===== config.mk =====
export PLATFORM = sky130hd
export DESIGN_NAME = xirq_ctrl
export DESIGN_NICKNAME = d
export VERILOG_FILES = /design/src/rtl/xirq_pkg.sv /design/src/rtl/xirq_sync.sv /design/src/rtl/xirq_sense.sv /design/src/rtl/xirq_ctrl.sv
export SDC_FILE = /design/constraint.sdc
export NUM_CORES = 1
export LEC_CHECK = 0
export BUFFER_PORTS_ARGS = -buffer_cell sky130_fd_sc_hd__buf_4
export CORE_MARGIN = 1
export CORE_UTILIZATION = 55
export DETAILED_ROUTE_END_ITERATION = 6
export GPL_TIMING_DRIVEN = 0
export PLACE_DENSITY_LB_ADDON = 0.15
export SLEW_MARGIN = 20
export SYNTH_ARGS = -nofsm -noshare
export SYNTH_HDL_FRONTEND = slang
export SYNTH_SLANG_ARGS = --single-unit
export TNS_END_PERCENT = 50

===== constraint.sdc =====
create_clock -name clk -period 2.73 [get_ports clk]
set_input_delay 0.546 -clock clk [delete_from_list [all_inputs] [get_ports clk]]
set_output_delay 0.546 -clock clk [all_outputs]
set_load 0.05 [all_outputs]

===== src/rtl/xirq_pkg.sv =====
package xirq_pkg;

    localparam int DATA_W = 32;
    localparam int ADDR_W = 6;

    localparam logic [ADDR_W-1:0] OFF_ENSET  = 6'h00;
    localparam logic [ADDR_W-1:0] OFF_ENCLR  = 6'h04;
    localparam logic [ADDR_W-1:0] OFF_MASK   = 6'h08;
    localparam logic [ADDR_W-1:0] OFF_STATUS = 6'h0C;
    localparam logic [ADDR_W-1:0] OFF_STCLR  = 6'h10;
    localparam logic [ADDR_W-1:0] OFF_SENSE  = 6'h14;
    localparam logic [ADDR_W-1:0] OFF_DIR    = 6'h18;
    localparam logic [ADDR_W-1:0] OFF_POL    = 6'h1C;
    localparam logic [ADDR_W-1:0] OFF_NMI    = 6'h24;

    typedef struct packed {
        logic level_sel;  // 1: level sensing, 0: edge sensing
        logic rise_sel;   // edge mode: 1 rising, 0 falling
        logic high_sel;   // level mode: 1 high, 0 low
    } line_cfg_t;

    function automatic logic line_fires(line_cfg_t c, logic cur, logic prv);
        if (c.level_sel)
            return cur == c.high_sel;
        else if (c.rise_sel)
            return cur & ~prv;
        else
            return ~cur & prv;
    endfunction

endpackage


===== src/rtl/xirq_sync.sv =====
module xirq_sync #(
    parameter int N_LINES = 8
) (
    input  logic               clk,
    input  logic               rst,
    input  logic [N_LINES-1:0] pin_i,
    output logic [N_LINES-1:0] cur_o,
    output logic [N_LINES-1:0] prv_o
);
    logic [N_LINES-1:0] stage1;

    always_ff @(posedge clk) begin
        if (rst) begin
            stage1 <= '0;
            cur_o  <= '0;
            prv_o  <= '0;
        end else begin
            stage1 <= pin_i;
            cur_o  <= stage1;
            prv_o  <= cur_o;
        end
    end
endmodule


===== src/rtl/xirq_sense.sv =====
module xirq_sense
    import xirq_pkg::*;
#(
    parameter int N_LINES = 8
) (
    input  logic [N_LINES-1:0] level_sel_i,
    input  logic [N_LINES-1:0] rise_sel_i,
    input  logic [N_LINES-1:0] high_sel_i,
    input  logic [N_LINES-1:0] cur_i,
    input  logic [N_LINES-1:0] prv_i,
    output logic [N_LINES-1:0] fire_o
);
    for (genvar i = 0; i < N_LINES; i++) begin : g_line
        line_cfg_t cfg;
        assign cfg = '{level_sel: level_sel_i[i], rise_sel: rise_sel_i[i], high_sel: high_sel_i[i]};
        assign fire_o[i] = line_fires(cfg, cur_i[i], prv_i[i]);
    end
endmodule


===== src/rtl/xirq_ctrl.sv =====
module xirq_ctrl
    import xirq_pkg::*;
#(
    parameter int N_LINES = 8
) (
    input  logic               clk,
    input  logic               rst,
    input  logic [N_LINES-1:0] ext_pin,
    input  logic               bus_wr,
    input  logic [ADDR_W-1:0]  bus_addr,
    input  logic [DATA_W-1:0]  bus_wdata,
    output logic [DATA_W-1:0]  bus_rdata,
    output logic               irq_o,
    output logic               nmi_o
);
    logic [N_LINES-1:0] cur, prv, fire;
    logic [N_LINES-1:0] line_mask, status, sense_r, dir_r, pol_r;
    logic               nmi_en;
    logic [N_LINES-1:0] wbits;
    logic               wr_set, wr_clr, wr_stclr;

    assign wbits    = bus_wdata[N_LINES-1:0];
    assign wr_set   = bus_wr && (bus_addr == OFF_ENSET);
    assign wr_clr   = bus_wr && (bus_addr == OFF_ENCLR);
    assign wr_stclr = bus_wr && (bus_addr == OFF_STCLR);

    xirq_sync #(.N_LINES(N_LINES)) u_sync (
        .clk(clk), .rst(rst), .pin_i(ext_pin), .cur_o(cur), .prv_o(prv)
    );

    xirq_sense #(.N_LINES(N_LINES)) u_sense (
        .level_sel_i(sense_r), .rise_sel_i(dir_r), .high_sel_i(pol_r),
        .cur_i(cur), .prv_i(prv), .fire_o(fire)
    );

    always_ff @(posedge clk) begin
        if (rst) begin
            line_mask <= '0;
            status    <= '0;
            sense_r   <= '0;
            dir_r     <= '0;
            pol_r     <= '0;
            nmi_en    <= 1'b0;
        end else begin
            if (wr_set)
                line_mask <= line_mask | wbits;
            else if (wr_clr)
                line_mask <= line_mask & ~wbits;
            status <= (status & ~(wr_stclr ? wbits : '0)) | fire;
            if (bus_wr && bus_addr == OFF_SENSE) sense_r <= wbits;
            if (bus_wr && bus_addr == OFF_DIR)   dir_r   <= wbits;
            if (bus_wr && bus_addr == OFF_POL)   pol_r   <= wbits;
            if (bus_wr && bus_addr == OFF_NMI)   nmi_en  <= bus_wdata[0];
        end
    end

    always_comb begin
        bus_rdata = '0;
        case (bus_addr)
            OFF_MASK:   bus_rdata = DATA_W'(line_mask);
            OFF_STATUS: bus_rdata = DATA_W'(status);
            OFF_SENSE:  bus_rdata = DATA_W'(sense_r);
            OFF_DIR:    bus_rdata = DATA_W'(dir_r);
            OFF_POL:    bus_rdata = DATA_W'(pol_r);
            OFF_NMI:    bus_rdata = {{(DATA_W-1){1'b0}}, nmi_en};
            default:    bus_rdata = '0;
        endcase
    end

    assign irq_o = |(status & line_mask);
    assign nmi_o = nmi_en & status[0];

    AST_MASK_SET: assert property (@(posedge clk) disable iff (rst)
        wr_set |=> ((line_mask & $past(wbits)) == $past(wbits)));
    AST_MASK_CLR: assert property (@(posedge clk) disable iff (rst)
        wr_clr |=> ((line_mask & $past(wbits)) == '0));
    AST_SET_WINS: assert property (@(posedge clk) disable iff (rst)
        (|fire) |=> ((status & $past(fire)) == $past(fire)));
    AST_CLR_TAKES: assert property (@(posedge clk) disable iff (rst)
        wr_stclr |=> ((status & $past(wbits & ~fire)) == '0));
endmodule


==> metrics.md <==
| Metric | Value |
|---|---|
| Outcome | complete, no violations |
| CTS buffer count | 9 |
| Post-layout minimum cycle time | between 2 and 3 ns |
| Cells along the critical path | buf_4, clkbuf_1, nor2_1, clkbuf_1, nand3_1, nand4_1, buf_4 |
| DP HPWL | approximately 5700 um |
| TritonCTS clock tree | yes |
| Slew Limit Fails | 0 |
| Ys async rst share | 0% |
| DRT antenna net count | 0 |
| Buffer depth of the longest clock path | 2 |
| Largest net degree at the start of global routing | 11 |
| Initial antenna violation count | 0 |
| Crit path max fanout | 10 |
| Unrepaired setup endpoints after global routing | no |
| Slowest stage delay, CP | ~0.44 ns |
| Kind of cell adding the most delay to the critical path | buffers and inverters |
| Clock skew | 0.005327 ns |
| FF+latch count, synth | between 60 and 70 |
| Die Area | 0.006201 mm^2 |
| Leakage | 1.477 nW |
| Tcrit/Tclk final | 95.06% |
| Syn_area_per_cell | about 8.9 um^2 |
| Synth cell types | 37 |
| Final Hold Viols | 0 |
| Postcts setup bufs | 0 |
| TritonRoute pass-1 iters | 6 |
| Most frequent cell after synthesis | dfxtp_1 |
| Initial Util | 57.76% |
| CTS Root Cell | clkbuf_8 |
| Nets | between 400 and 500 |
| Setup WS post-layout | 0.1348 ns |
| Fin cells | ~510 |
| Htree depth | 3 |
| DP Worst Slack | -0.1783 ns |
| PD cells | 531.1 mW/mm^2 |
| Port bufs | 33 |
| HP Class | primary input to flop |
| First-pass GRT wire length | 13830 um |
| Final global-route overflow total | 0 |
| Synth Cell Area | around 0.0032 mm^2 |
| FP Rows | 27 |
| Area grow syn2layout | 19.27% |
| Max VDD drop | 0.0003966 V |
| Vias per cell | 6.020 |
| Vias in the first global route | 2843 |
| Die H | 78.75 um |
| Total Wirelength | 8889 um |
| Chip width | roughly 80 um |
| Slew @ Worst Pin | 0.8851 ns |
| FMAX | between 300 and 400 MHz |
| Gate Count Post-Synth | 363 |
| Iter 0 DRT Violations | around 390 |
| I/O pin total | 83 |
| Area share of the largest cell type after synthesis | between 40% and 50% |
| Arrival time worst endpoint | about 2.1 ns |
| Total design power | just over 2 mW |
| Clock transition at the registers of the reported paths | 0.06 ns |
| Worst setup SP type | primary input |
| Biggest area contributors in the synthesized netlist | dfxtp_1, nand3_1, buf_4, nor2b_1, a21oi_1 |
| Min Hold Slack | 0.4068 ns |
| Post-synth top area cell | dfxtp_1 |
| Worst setup path category | primary input to primary output |
| Fillers | 486 |
| Share of cells above drive strength 1 | 20.92% |
| Worst endpoint required time | 2.18 ns |
| GR Util All Layers | 30.28% |
| Final setup violating endpoints | 0 |
| Post-synth top cells | dfxtp_1, nand3_1, a21oi_1, nor2b_1 |
| Number of flops mapped to enable cells by yosys | 0 |
| CP Capture Type | primary output |
| Final Wtd Congestion | slightly below 0.9 |
| Via count | 3052 |
| Clk sinks | 65 |
| Core area | 0.005608 mm^2 |
| Hold_buf cts | 0 |
| Crit path buffers/inverters | 4 |
| Register area share after synthesis | 40.17% |
| Slowest-stage cell, CP | clkbuf_1 |
| Rel. slew slack | 40.77% |
| Top FF cell, synth | dfxtp_1 |
| Wire per inst | 17.53 um |
| Placed Cells | 491 |
| Max cap viols | 0 |
| Residual DRC count | 0 |
| Ant. Diodes | 0 |
| Clock insertion delay at the later pin of the skew report | 0.35 ns |
| Synth warn | 0 |
[routing by layer]
metal / up-vias / share of wire, % / track usage [%]
li1: 1421 / - / -
met1: 1415 / 41 / 37.62
met2: 190 / 46 / 46.26
met3: 26 / 10 / 10.11
met4: 0 / 2.6 / 16.11
met5: - / 0 / 0
[layout by cell type (no fill, tap or decap), drive strengths merged, types with 9 or more instances in the layout]
master  instances
buf            60
inv             9
clkbuf         37
nand3          45
nand4           9
nand2b         16
dfxtp          65
a21oi          25
o21ai          18
nor2b          25
nor4b          10
nor4bb          9
conb           24
[report_power, final]
part	internal (mW)	switching, mW	total, mW
logic	0.0895	0.180	0.269
registers	0.969	0.0138	0.983
clock network	0.445	0.355	0.799
total	1.50	0.549	2.05
[worst paths after layout]
path	startpoint	to	slack, ns	cells past startpoint
setup / recovery	bus_addr[5]	bus_rdata[1]	0.13	7
hold / removal	ext_pin[6]	u_sync.stage1[6]$_SDFF_PP0_	0.41	2
setup reg to reg	u_sync.cur_o[2]$_SDFF_PP0_	status[2]$_SDFF_PP0_	1.69	3
hold reg to reg	u_sync.stage1[5]$_SDFF_PP0_	u_sync.cur_o[5]$_SDFF_PP0_	0.44	1
[cell families (layout without fill, tap and decap cells)]
logic type,count (synthesis),in the layout,share of synthesized area [%]
AO/OA/AOI/OAI,80,80,15.26
XOR/XNOR,8,8,2.163
buffers and inverters,60,109,10.04
flip-flops,65,65,40.17
multiplexers,16,16,5.253
other,1,24,0.1158
AND/OR/NAND/NOR,133,133,27.00
[cell type report]
type	count	area, um^2	area share [%]
repair buffers	33	247.7	6.412
flip-flops and latches	65	1301	33.68
well taps	72	90.09	2.332
clock inverters	3	40.04	1.036
clock buffers	13	148.9	3.854
plain buffers	51	296.5	7.675
multi-input cells	261	1705	44.14
inverters	9	33.78	0.8744
[what timing repair did]
| action | in CTS | in global routing |
|---|---|---|
| setup endpoints to repair | 8 | 7 |
| hold endpoints to repair | 0 | 0 |
| gates resized for setup | 2 | 6 |
[metrics by stage]
stage | setup TNS (ns) | utilization, % | instance area, um^2
after floorplan | 0 | - | 3326
after global placement | -0.6874 | 65.33 | 3664
after detailed placement | -1.061 | 65.33 | 3664
after CTS | 0 | 68.83 | 3860
after global routing | 0 | 68.90 | 3864
final | 0 | 68.90 | 3864
Note: power is estimated with default switching activity, not from simulation.
